`config.mk`:
```
export PLATFORM = sky130hd
export DESIGN_NAME = cdr_fetcher
export DESIGN_NICKNAME = d
export VERILOG_FILES = /design/src/rtl/cdr_fetch_pkg.sv /design/src/rtl/cdr_regs.sv /design/src/rtl/cdr_fifo.sv /design/src/rtl/cdr_fetch_fsm.sv /design/src/rtl/cdr_fetcher.sv
export SDC_FILE = /design/constraint.sdc
export NUM_CORES = 1
export LEC_CHECK = 0
export ABC_AREA = 1
export ABC_CLOCK_PERIOD_IN_PS = 16800
export BUFFER_PORTS_ARGS = -buffer_cell sky130_fd_sc_hd__buf_2
export CORE_MARGIN = 1
export CORE_UTILIZATION = 50
export DETAILED_ROUTE_END_ITERATION = 16
export MAX_ROUTING_LAYER = met4
export PLACE_DENSITY = 0.64
export SETUP_SLACK_MARGIN = 0.05
export SLEW_MARGIN = 10
export SYNTH_ARGS = -nofsm -noshare
export SYNTH_HDL_FRONTEND = slang
export SYNTH_SLANG_ARGS = --single-unit
```
`constraint.sdc`:
```
create_clock -name clk -period 16.8 [get_ports clk]
set_input_delay 3.36 -clock clk [delete_from_list [all_inputs] [get_ports clk]]
set_output_delay 3.36 -clock clk [all_outputs]
set_load 0.005 [all_outputs]
```
`src/rtl/cdr_fetch_pkg.sv`:
```
package cdr_fetch_pkg;

    typedef enum logic [2:0] {
        ST_IDLE = 3'd0,
        ST_SIZE = 3'd1,
        ST_WAIT = 3'd2,
        ST_REQ  = 3'd3,
        ST_RECV = 3'd4
    } fetch_state_e;

    localparam int REG_DW = 32;
    localparam int STAT_W = 5;
    localparam int LEN_W  = 9;

    localparam logic [2:0] RA_BASE  = 3'd0;
    localparam logic [2:0] RA_RSIZE = 3'd1;
    localparam logic [2:0] RA_FMT   = 3'd2;
    localparam logic [2:0] RA_FCFG  = 3'd3;
    localparam logic [2:0] RA_PREP  = 3'd4;
    localparam logic [2:0] RA_PROC  = 3'd5;
    localparam logic [2:0] RA_STAT  = 3'd6;

    localparam int SB_BLOCK = 0;
    localparam int SB_WRAP  = 1;
    localparam int SB_DRAIN = 2;
    localparam int SB_OVFL  = 3;
    localparam int SB_FAULT = 4;

    typedef struct packed {
        logic       tok;
        logic [7:0] stride;
        logic [7:0] dsize;
    } desc_fmt_t;

    typedef struct packed {
        logic [7:0] thresh;
        logic [7:0] fsize;
    } fetch_cfg_t;

endpackage

```
`src/rtl/cdr_regs.sv`:
```
module cdr_regs
    import cdr_fetch_pkg::*;
#(
    parameter int AW     = 32,
    parameter int RING_W = 16,
    parameter int CNT_W  = 16
) (
    input  logic              clk,
    input  logic              rst_n,
    input  logic              reg_we,
    input  logic [2:0]        reg_sel,
    input  logic [REG_DW-1:0] reg_wdata,
    input  logic              proc_inc,
    input  logic              ev_block,
    input  logic              ev_wrap,
    input  logic              ev_drain,
    input  logic              ev_fault,
    output logic [AW-1:0]     ring_base,
    output logic [RING_W-1:0] ring_size,
    output desc_fmt_t         fmt,
    output fetch_cfg_t        cfg,
    output logic [CNT_W-1:0]  prep_cnt,
    output logic [CNT_W-1:0]  proc_cnt,
    output logic [CNT_W-1:0]  pending,
    output logic              ptr_clr,
    output logic [STAT_W-1:0] stat
);

    logic             wr_base, wr_rsize, wr_fmt, wr_cfg, wr_prep, wr_proc, wr_stat;
    logic [CNT_W:0]   prep_sum;
    logic             prep_ovfl;
    logic [STAT_W-1:0] stat_set, stat_clr;

    always_comb begin
        wr_base  = reg_we && (reg_sel == RA_BASE);
        wr_rsize = reg_we && (reg_sel == RA_RSIZE);
        wr_fmt   = reg_we && (reg_sel == RA_FMT);
        wr_cfg   = reg_we && (reg_sel == RA_FCFG);
        wr_prep  = reg_we && (reg_sel == RA_PREP);
        wr_proc  = reg_we && (reg_sel == RA_PROC);
        wr_stat  = reg_we && (reg_sel == RA_STAT);
    end

    assign pending   = prep_cnt - proc_cnt;
    assign prep_sum  = {1'b0, pending} + {1'b0, reg_wdata[CNT_W-1:0]};
    assign prep_ovfl = prep_sum[CNT_W];
    assign ptr_clr   = wr_proc && reg_wdata[1];

    always_comb begin
        stat_set           = '0;
        stat_set[SB_BLOCK] = ev_block;
        stat_set[SB_WRAP]  = ev_wrap;
        stat_set[SB_DRAIN] = ev_drain;
        stat_set[SB_OVFL]  = wr_prep && !reg_wdata[31] && prep_ovfl;
        stat_set[SB_FAULT] = ev_fault;
        stat_clr           = wr_stat ? reg_wdata[STAT_W-1:0] : '0;
    end

    always_ff @(posedge clk) begin
        if (!rst_n) begin
            ring_base <= '0;
            ring_size <= '0;
            fmt       <= '0;
            cfg       <= '0;
        end else begin
            if (wr_base)  ring_base <= AW'(reg_wdata);
            if (wr_rsize) ring_size <= reg_wdata[RING_W-1:0];
            if (wr_fmt)   fmt <= '{tok: reg_wdata[30], stride: reg_wdata[23:16], dsize: reg_wdata[7:0]};
            if (wr_cfg)   cfg <= '{thresh: reg_wdata[23:16], fsize: reg_wdata[7:0]};
        end
    end

    always_ff @(posedge clk) begin
        if (!rst_n) begin
            prep_cnt <= '0;
            proc_cnt <= '0;
            stat     <= '0;
        end else begin
            if (wr_prep) begin
                if (reg_wdata[31])  prep_cnt <= '0;
                else if (!prep_ovfl) prep_cnt <= prep_cnt + reg_wdata[CNT_W-1:0];
            end
            if (wr_proc && reg_wdata[0]) proc_cnt <= '0;
            else if (proc_inc)           proc_cnt <= proc_cnt + CNT_W'(1);
            stat <= (stat & ~stat_clr) | stat_set;
        end
    end

    assert_prep_guard_R9: assert property (@(posedge clk) disable iff (!rst_n)
        (wr_prep && !reg_wdata[31] && prep_ovfl) |=> $stable(prep_cnt))
        else $error("prepared count changed on an overflowing add");

    assert_stat_w1c_R11: assert property (@(posedge clk) disable iff (!rst_n)
        (wr_stat && (reg_wdata[STAT_W-1:0] == '1) && !ev_block && !ev_wrap && !ev_drain && !ev_fault)
        |=> (stat == '0))
        else $error("status not cleared by write of ones");

endmodule

```
`src/rtl/cdr_fifo.sv`:
```
module cdr_fifo #(
    parameter int DW    = 32,
    parameter int DEPTH = 16
) (
    input  logic                       clk,
    input  logic                       rst_n,
    input  logic                       push,
    input  logic [DW-1:0]              wdata,
    output logic                       out_valid,
    input  logic                       out_ready,
    output logic [DW-1:0]              out_data,
    output logic [$clog2(DEPTH+1)-1:0] level
);

    localparam int PW = $clog2(DEPTH);
    localparam int CW = $clog2(DEPTH + 1);

    logic [DW-1:0] mem [DEPTH];
    logic [PW-1:0] wp, rp;
    logic          pop;

    assign out_valid = (level != '0);
    assign out_data  = mem[rp];
    assign pop       = out_valid && out_ready;

    always_ff @(posedge clk) begin
        if (push) mem[wp] <= wdata;
    end

    always_ff @(posedge clk) begin
        if (!rst_n) begin
            wp    <= '0;
            rp    <= '0;
            level <= '0;
        end else begin
            if (push) wp <= (wp == PW'(DEPTH - 1)) ? '0 : wp + PW'(1);
            if (pop)  rp <= (rp == PW'(DEPTH - 1)) ? '0 : rp + PW'(1);
            unique case ({push, pop})
                2'b10:   level <= level + CW'(1);
                2'b01:   level <= level - CW'(1);
                default: level <= level;
            endcase
        end
    end

    assert_no_overflow_R7: assert property (@(posedge clk) disable iff (!rst_n)
        push |-> (level != CW'(DEPTH)))
        else $error("descriptor FIFO written while full");

endmodule

```
`src/rtl/cdr_fetch_fsm.sv`:
```
module cdr_fetch_fsm
    import cdr_fetch_pkg::*;
#(
    parameter int AW     = 32,
    parameter int RING_W = 16,
    parameter int CNT_W  = 16,
    parameter int DEPTH  = 16
) (
    input  logic                       clk,
    input  logic                       rst_n,
    input  logic [AW-1:0]              ring_base,
    input  logic [RING_W-1:0]          ring_size,
    input  desc_fmt_t                  fmt,
    input  fetch_cfg_t                 cfg,
    input  logic [CNT_W-1:0]           pending,
    input  logic                       ptr_clr,
    input  logic [$clog2(DEPTH+1)-1:0] fifo_level,
    output logic                       req_valid,
    input  logic                       req_ready,
    output logic [AW-1:0]              req_addr,
    output logic [LEN_W-1:0]           req_len,
    input  logic                       rsp_valid,
    output logic                       rsp_ready,
    output logic                       push,
    output logic                       proc_inc,
    output logic                       ev_block,
    output logic                       ev_wrap,
    output logic                       ev_drain,
    output logic                       ev_fault
);

    localparam int MUL_W = 2 * LEN_W;

    fetch_state_e      state, state_nx;
    logic [7:0]        blk_n, n_left;
    logic [LEN_W-1:0]  cur_len, beat, len_eff;
    logic [RING_W-1:0] rd_ptr;
    logic [RING_W:0]   ptr_sum;
    logic              ptr_wrap, cfg_bad, go, fits, space_ok, beat_last, done_desc;
    logic [7:0]        fetch_n;
    logic [MUL_W-1:0]  need_words, blk_words, free_w, left_words;

    assign len_eff    = {1'b0, fmt.dsize} + {{(LEN_W-1){1'b0}}, fmt.tok};
    assign cfg_bad    = (len_eff == '0) || ({1'b0, fmt.stride} < len_eff) || (ring_size == '0);
    assign go         = (cfg.fsize != 8'd0) && (pending != '0);
    assign fetch_n    = (pending >= CNT_W'(cfg.fsize)) ? cfg.fsize : pending[7:0];
    assign need_words = (MUL_W'(blk_n) + MUL_W'(1)) * MUL_W'(cur_len);
    assign blk_words  = MUL_W'(blk_n) * MUL_W'(cur_len);
    assign left_words = MUL_W'(n_left) * MUL_W'(cur_len);
    assign free_w     = MUL_W'(DEPTH) - MUL_W'(fifo_level);
    assign fits       = need_words <= MUL_W'(DEPTH);
    assign space_ok   = (free_w >= blk_words) && (free_w >= MUL_W'(cfg.thresh));
    assign beat_last  = (beat == cur_len - LEN_W'(1));
    assign ptr_sum    = {1'b0, rd_ptr} + (RING_W+1)'(fmt.stride);
    assign ptr_wrap   = ptr_sum >= {1'b0, ring_size};
    assign done_desc  = (state == ST_RECV) && rsp_valid && beat_last;

    // state register
    always_ff @(posedge clk) begin
        if (!rst_n) state <= ST_IDLE;
        else        state <= state_nx;
    end

    // transitions
    always_comb begin
        state_nx = state;
        unique case (state)
            ST_IDLE: if (go && !cfg_bad) state_nx = ST_SIZE;
            ST_SIZE: begin
                if (blk_n == 8'd0) state_nx = ST_IDLE;
                else if (fits)     state_nx = ST_WAIT;
            end
            ST_WAIT: begin
                if ((cfg.fsize == 8'd0) || (pending == '0)) state_nx = ST_IDLE;
                else if (space_ok)                          state_nx = ST_REQ;
            end
            ST_REQ:  if (req_ready) state_nx = ST_RECV;
            ST_RECV: begin
                if (done_desc) state_nx = (n_left == 8'd1) ? ST_IDLE : ST_REQ;
            end
            default: state_nx = ST_IDLE;
        endcase
    end

    // outputs
    always_comb begin
        req_valid = (state == ST_REQ);
        req_addr  = ring_base + AW'(rd_ptr);
        req_len   = cur_len;
        rsp_ready = (state == ST_RECV);
        push      = rsp_ready && rsp_valid;
        proc_inc  = done_desc;
        ev_wrap   = done_desc && ptr_wrap;
        ev_block  = done_desc && (n_left == 8'd1);
        ev_drain  = ev_block && (pending == CNT_W'(1));
        ev_fault  = ((state == ST_IDLE) && go && cfg_bad) || ((state == ST_SIZE) && (blk_n == 8'd0));
    end

    // block bookkeeping
    always_ff @(posedge clk) begin
        if (!rst_n) begin
            blk_n   <= '0;
            n_left  <= '0;
            cur_len <= '0;
            beat    <= '0;
        end else begin
            unique case (state)
                ST_IDLE: if (go && !cfg_bad) begin
                    blk_n   <= fetch_n;
                    cur_len <= len_eff;
                end
                ST_SIZE: begin
                    if (fits)                n_left <= blk_n;
                    else if (blk_n != 8'd0)  blk_n  <= blk_n - 8'd1;
                end
                ST_REQ:  if (req_ready) beat <= '0;
                ST_RECV: if (rsp_valid) begin
                    if (beat_last) begin
                        beat   <= '0;
                        n_left <= n_left - 8'd1;
                    end else begin
                        beat <= beat + LEN_W'(1);
                    end
                end
                default: ;
            endcase
        end
    end

    // read pointer
    always_ff @(posedge clk) begin
        if (!rst_n)         rd_ptr <= '0;
        else if (ptr_clr)   rd_ptr <= '0;
        else if (done_desc) rd_ptr <= ptr_wrap ? '0 : ptr_sum[RING_W-1:0];
    end

    assert_req_hold_R6: assert property (@(posedge clk) disable iff (!rst_n)
        (req_valid && !req_ready && !ptr_clr) |=> (req_valid && $stable(req_addr) && $stable(req_len)))
        else $error("request dropped or changed before acceptance");

    assert_space_reserved_R5: assert property (@(posedge clk) disable iff (!rst_n)
        (state == ST_REQ) |-> (free_w >= left_words))
        else $error("request issued without room for the rest of the block");

    assert_block_limit_R4: assert property (@(posedge clk) disable iff (!rst_n)
        (state == ST_WAIT) |-> ((left_words + MUL_W'(cur_len)) <= MUL_W'(DEPTH)))
        else $error("block larger than FIFO capacity minus one descriptor");

    assert_no_overrun_R8: assert property (@(posedge clk) disable iff (!rst_n)
        proc_inc |-> (pending != '0))
        else $error("descriptor completed with nothing pending");

endmodule

```
`src/rtl/cdr_fetcher.sv`:
```
module cdr_fetcher
    import cdr_fetch_pkg::*;
#(
    parameter int AW     = 32,
    parameter int DW     = 32,
    parameter int DEPTH  = 16,
    parameter int CNT_W  = 16,
    parameter int RING_W = 16
) (
    input  logic              clk,
    input  logic              rst_n,
    input  logic              reg_we,
    input  logic [2:0]        reg_sel,
    input  logic [31:0]       reg_wdata,
    output logic              req_valid,
    input  logic              req_ready,
    output logic [AW-1:0]     req_addr,
    output logic [8:0]        req_len,
    input  logic              rsp_valid,
    output logic              rsp_ready,
    input  logic [DW-1:0]     rsp_data,
    output logic              desc_valid,
    input  logic              desc_ready,
    output logic [DW-1:0]     desc_data,
    output logic [CNT_W-1:0]  prep_cnt,
    output logic [CNT_W-1:0]  proc_cnt,
    output logic [4:0]        stat
);

    localparam int LVL_W = $clog2(DEPTH + 1);

    logic [AW-1:0]     ring_base;
    logic [RING_W-1:0] ring_size;
    desc_fmt_t         fmt;
    fetch_cfg_t        cfg;
    logic [CNT_W-1:0]  pending;
    logic              ptr_clr, push, proc_inc;
    logic              ev_block, ev_wrap, ev_drain, ev_fault;
    logic [LVL_W-1:0]  fifo_level;

    cdr_regs #(.AW(AW), .RING_W(RING_W), .CNT_W(CNT_W)) u_regs (
        .clk(clk), .rst_n(rst_n),
        .reg_we(reg_we), .reg_sel(reg_sel), .reg_wdata(reg_wdata),
        .proc_inc(proc_inc), .ev_block(ev_block), .ev_wrap(ev_wrap),
        .ev_drain(ev_drain), .ev_fault(ev_fault),
        .ring_base(ring_base), .ring_size(ring_size), .fmt(fmt), .cfg(cfg),
        .prep_cnt(prep_cnt), .proc_cnt(proc_cnt), .pending(pending),
        .ptr_clr(ptr_clr), .stat(stat)
    );

    cdr_fetch_fsm #(.AW(AW), .RING_W(RING_W), .CNT_W(CNT_W), .DEPTH(DEPTH)) u_fsm (
        .clk(clk), .rst_n(rst_n),
        .ring_base(ring_base), .ring_size(ring_size), .fmt(fmt), .cfg(cfg),
        .pending(pending), .ptr_clr(ptr_clr), .fifo_level(fifo_level),
        .req_valid(req_valid), .req_ready(req_ready), .req_addr(req_addr), .req_len(req_len),
        .rsp_valid(rsp_valid), .rsp_ready(rsp_ready), .push(push), .proc_inc(proc_inc),
        .ev_block(ev_block), .ev_wrap(ev_wrap), .ev_drain(ev_drain), .ev_fault(ev_fault)
    );

    cdr_fifo #(.DW(DW), .DEPTH(DEPTH)) u_fifo (
        .clk(clk), .rst_n(rst_n),
        .push(push), .wdata(rsp_data),
        .out_valid(desc_valid), .out_ready(desc_ready), .out_data(desc_data),
        .level(fifo_level)
    );

endmodule

```
---- Yosys cells after proc, flatten, opt, wreduce, memory -nomap -nowiden ----
Memory sizes are Yosys's and may differ from the RTL's. A register that Yosys moved wholly into a read port is not among the register bits.
Cells that the tools add are included.
cells by class
  reductions and logical operators ........ 52
  bitwise operators ....................... 4
  multiplexer cells ....................... 33
  magnitude comparators ................... 6
  equality and inequality tests ........... 28
  multipliers ............................. 2
  div/mod/pow operators ................... 0
  shift-type cells ........................ 0
  add/subtract/negate cells ............... 17
operator list
  cell                                                              number
  two-way mux 8 bit                                                 7
  two-way mux 16 bit                                                3
  adder 32 x 16 -> 32 bit                                           1
  logical NOT 16 bit                                                2
  case mux 8 bit (2 select lines)                                   2
  two-way mux 9 bit                                                 3
  logical AND 1 bit                                                 23
  two-way mux 3 bit                                                 7
  >= comparator 18 x 17 -> 1 bit                                    1
  >= comparator 18 x 8 -> 1 bit                                     1
  less-or-equal comparator 18 x 5 -> 1 bit (second input constant)  1
  multiplier 18 x 9 -> 18 bit                                       1
  case mux 9 bit (2 select lines)                                   1
  adder 16 x 16 -> 17 bit                                           1
  adder 16 x 8 -> 17 bit                                            1
  >= comparator 17 x 16 -> 1 bit                                    1
  multiplier 8 x 9 -> 17 bit                                        1
  adder 16 x 1 -> 16 bit (second input constant)                    1
  adder 16 bit                                                      1
  == test 16 x 1 -> 1 bit (second input constant)                   1
  >= comparator 16 x 8 -> 1 bit                                     1
  logical NOT 8 bit                                                 2
  two-way mux 4 bit                                                 4
  nonzero test 16 bit                                               1
  other kinds (43)                                                  74
storage, ports and cells
  memories kept ........................... 1
  flip-flop bits (word level) ............. 184
  bits in latches ......................... 0
  memory bits (read-only) ................. 0
  memory bits (writable) .................. 512
memory list
  name        depth  bits a word  read ports  clocked after memory_dff  wr ports  RTL line        RTL
  u_fifo.mem  16     32           1           1                         1         cdr_fifo.sv:18  logic [DW-1:0] mem [DEPTH];

---- Depth between registers and ports, before layout ----
  depth in word-level cells ............... 8
  mapped depth ............................ 36

---- Modules after synthesis ----
From an unflattened synthesis, not the netlist that was laid out.
second synthesis, totals
  cell total of the unflattened synthesis .. 4,421
  area total of the unflattened synthesis .. 39,888.3 um2
by module, submodules not included
  module         area each (um2)  times used  sequential area each (um2)  cells each
  cdr_fifo       21,834.7         1           15,715.1                    1,748
  cdr_fetch_fsm  11,639.9         1           1,061.0                     1,739
  cdr_regs       6,413.7          1           2,362.3                     934

---- Least setup slack after synthesis ----
OpenSTA, ideal clock, no wires.
  path type ............................... flip-flop to output port
  start ................................... reg u_fsm.rd_ptr[0]
  end ..................................... out req_addr[22]
  slack ................................... 11,152 ps
  stages on the path, launching flop included .. 12
  buffers on the path ..................... 0
  required time ........................... 13,440 ps
  arrival time ............................ 2,288 ps
  cells stage by stage .................... dfxtp_1 > ha_1 > inv_1 > fa_1 > o21ai_1 > a21oi_1 > o21ai_1 > a21boi_1 > o21ai_2 > a21oi_2 > nor3_1 > xor2_1
between the ends
  word-level cells in the longest chain between the ends .. 1
RTL lines
  what                     RTL line              RTL
  from (decl)              cdr_fetch_fsm.sv:37   logic [RING_W-1:0] rd_ptr;
  from (signal assigned)   cdr_fetch_fsm.sv:134  else if (done_desc) rd_ptr <= ptr_wrap ? '0 : ptr_sum[RING_W-1:0];
  adder 32 x 16 -> 32 bit  cdr_fetch_fsm.sv:88   req_addr = ring_base + AW'(rd_ptr);
  to (decl)                cdr_fetcher.sv:17     output logic [AW-1:0] req_addr,
Every way passes these cells.

==> results.json <==
{
  "rsz0062_at_grt": "false",
  "synthArstFlopShare": 0,
  "yosysWarnings": 0,
  "htreeDepth": 3,
  "required_ns": 13.44,
  "nets": 4735,
  "wirelength_um": 99600,
  "grtUsageMet3": 0.0342,
  "worst_pin_slew_ns": 1.21,
  "p_leak_nw": 19.0,
  "start_util": 0.507,
  "postCtsHoldBufs": 0,
  "period_share": 0.454,
  "ant_nets": 0,
  "antenna_found_initial": 7,
  "design_area_um2": 44000,
  "cp_cell_sequence": "buf_12 -> buf_4 -> a21oi_1 -> o21ai_0 -> o211ai_1 -> o211ai_1 -> nand2_1 -> buf_2",
  "fin_total_pwr_w": 0.00500,
  "cts_tree": "built",
  "wire_per_inst_um": 18.3,
  "setup_viol": 0,
  "syn_inst": 4207,
  "fin_setup_tns_ns": 0,
  "seq_area_frac_synth": 0.486,
  "grt_max_degree": 236,
  "pwr-share-seq": 0.402,
  "end_kind": "output port",
  "final_cells": 5456,
  "top_usage_layer": "met2",
  "fmax_mhz": 131,
  "power_frac_clock": 0.348,
  "switching_share": 0.323,
  "placed_cell_area_um2": 41300,
  "post_cts_resized": 0,
  "cts_setup_buffers": 0,
  "drtPass1Iterations": 6,
  "gp_congestion": 0.961,
  "combPwrFrac": 0.250,
  "synth_top_area_share": 0.390,
  "maxCapViolations": 0,
  "cp_slowest_cell": "buf_4",
  "cts_root_buf": "clkbuf_16",
  "rows": 102,
  "clock_path_buffers": 3,
  "insertion_delay_ns": 0.64,
  "yosysTopAreaCell": "edfxtp_1",
  "synth_area_per_cell_um2": 9.36,
  "drt_iter0_markers": 2337,
  "synth-edff-count": 512,
  "met2_usage": 0.413,
  "final_common_cell": "nand2_1",
  "outcome": "complete, no violations",
  "peakVddDrop_v": 0.0000996,
  "path_clk_slew_ns": 0.06,
  "syn_nets": 4595,
  "globalRouteOverflowTotal": 0,
  "area_growth_pct": 11.6,
  "ys_seq_elements": 700,
  "critPathMaxFanout": 235,
  "critPathBufInv": 3,
  "cpLargestDelayFamily": "buffers and inverters",
  "p_int_w": 0.00339,
  "drc": 0,
  "fin_skew_ns": 0.0466,
  "timing.slew.headroom": 0.190,
  "report.final.slew_viol_count": 0,
  "die_x_um": 283,
  "worstSetupPathType": "reg -> out",
  "critPathLaunchType": "flop",
  "grt_pass1_wl_um": 156000,
  "cpMostUsedCell": "o211ai_1",
  "gr-usage-all-layers": 0.259,
  "crit_arrival_ns": 4.26,
  "vias": 29401,
  "synthDistinctLibCells": 57,
  "ys_dominant_reg_cell": "edfxtp_1",
  "cts_made_buffers": 78,
  "max_stage_delay_ns": 0.98,
  "use_met1": 0.350,
  "p_sw_w": 0.00161,
  "io_buffers": 185,
  "synthTopCellsByArea": "edfxtp_1 (39%), dfxtp_1 (9.6%), ha_1 (6.9%)",
  "syn-cell-area_um2": 39400,
  "cts_sinks": 700,
  "hpwl_um": 63800,
  "final_cell_mix": "nand2_1 (689), inv_1 (639), edfxtp_1 (512)",
  "finalCriticalPeriod_ns": 7.62,
  "io_pins": 186,
  "via_per_inst": 5.39,
  "core_um2": 77700,
  "drive_gt1_frac": 0.0932,
  "grt_pass1_vias": 28122,
  "dp.cells": 5307,
  "p_per_area_nw_per_um2": 114,
  "die-area_um2": 79900,
  "fp.dieH_um": 283,
  "finalHoldViolCount": 0,
  "worstHoldPathType": "reg -> reg"
}
cell usage after synthesis, types with 3 or more instances:
cell type,count
nand3_1,164
a21oi_2,3
buf_4,4
o211ai_1,129
mux2i_1,128
a211oi_1,6
edfxtp_1,512
xnor2_1,38
nand2_2,6
o21ai_0,303
nor3_1,43
a21o_1,6
buf_6,6
dfxtp_1,188
nand3b_1,19
o21bai_1,7
nand3_2,7
ha_1,218
or2_2,8
a31oi_1,7
o21ai_2,3
fa_1,97
nand4_1,40
nor4_1,20
o21ai_1,11
nor2_4,3
inv_1,641
nand2_1,689
nor2_2,6
clkbuf_1,119
inv_2,8
xor2_1,71
buf_1,10
o21a_1,4
clkinv_1,3
buf_2,17
a21oi_1,343
nor2_1,295
logic make-up after synthesis:
family	after synthesis	synth area share
xor+xnor	109	0.0242
mux	128	0.0325
fa+ha+maj	315	0.119
buf+inv	813	0.0801
compound gates	832	0.117
flops	700	0.486
simple gates	1310	0.142
worst register-to-register path, delay by kind of cell (launching register included):
kind	cells	cell delay, ns
and+or+nand+nor	17	2.10
adders and majority gates	5	2.34
buffers and inverters	6	0.57
AOI/OAI and AO/OA	3	0.77
DFF	1	0.84
area by class of cell:
| cell class | count | area, um^2 |
|---|---|---|
| clock inverter | 47 | 592 |
| multi-input combinational | 2694 | 17200 |
| sequential | 700 | 19200 |
| antenna | 6 | 15.0 |
| inverter | 654 | 2460 |
| fill | 6834 | 33700 |
| clock buffer | 96 | 2040 |
| timing repair buffer | 219 | 1190 |
| tap | 1040 | 1300 |
flip-flops by register name (all words and copies together), names as in the netlist, named ones only:
signal and flops:
u_fsm.state 3, u_regs.proc_cnt 16, u_regs.ring_size 16, u_fifo.rp 4
u_fsm.beat 9, u_regs.fmt 17, u_fsm.n_left 8, u_regs.cfg 16
u_regs.ring_base 32, u_regs.stat 5, u_fifo.wp 4, u_fifo.mem 512
u_regs.prep_cnt 16, u_fsm.req_len 9, u_fsm.rd_ptr 16, u_fifo.level 5
u_fsm.blk_n 8
through the flow:
step	worst slack, ns	utilization	hold slack, ns
finish	9.18	0.566	0.461
CTS	9.20	0.566	0.465
floorplan	11.15	-	0.435
global placement	9.91	0.532	0.450
global route	8.80	0.566	0.481
detailed placement	9.85	0.532	0.453
power by group through the flow:
| stage | clock network, W | registers [W] | logic [W] |
|---|---|---|---|
| floorplan | 0 | 0.00196 | 0.000961 |
| global placement | 0 | 0.00204 | 0.00123 |
| detailed placement | 0 | 0.00204 | 0.00125 |
| CTS | 0.00177 | 0.00201 | 0.00125 |
| global route | 0.00184 | 0.00202 | 0.00142 |
| finish | 0.00174 | 0.00201 | 0.00125 |
path summary, 6_finish.rpt:
kind	slack [ns]	depth (start not counted)	endpoint	startpoint
max reg2reg	10.08	31	u_fsm.n_left[5]	u_fsm.blk_n[2]
min reg2reg	0.46	2	u_regs.cfg[15]	u_regs.cfg[15]
max	9.18	8	desc_data[23]	flop
min	0.46	2	u_regs.cfg[15]	u_regs.cfg[15]
per-layer routing:
layer	routed length, um	share of wire	vias to the layer above
met5	0	0	-
met4	1970	0.020	0
met3	5680	0.057	128
met2	46700	0.47	755
met1	45300	0.45	14038
li1	-	-	14480
No activity file was read; power rests on OpenSTA's default activity.
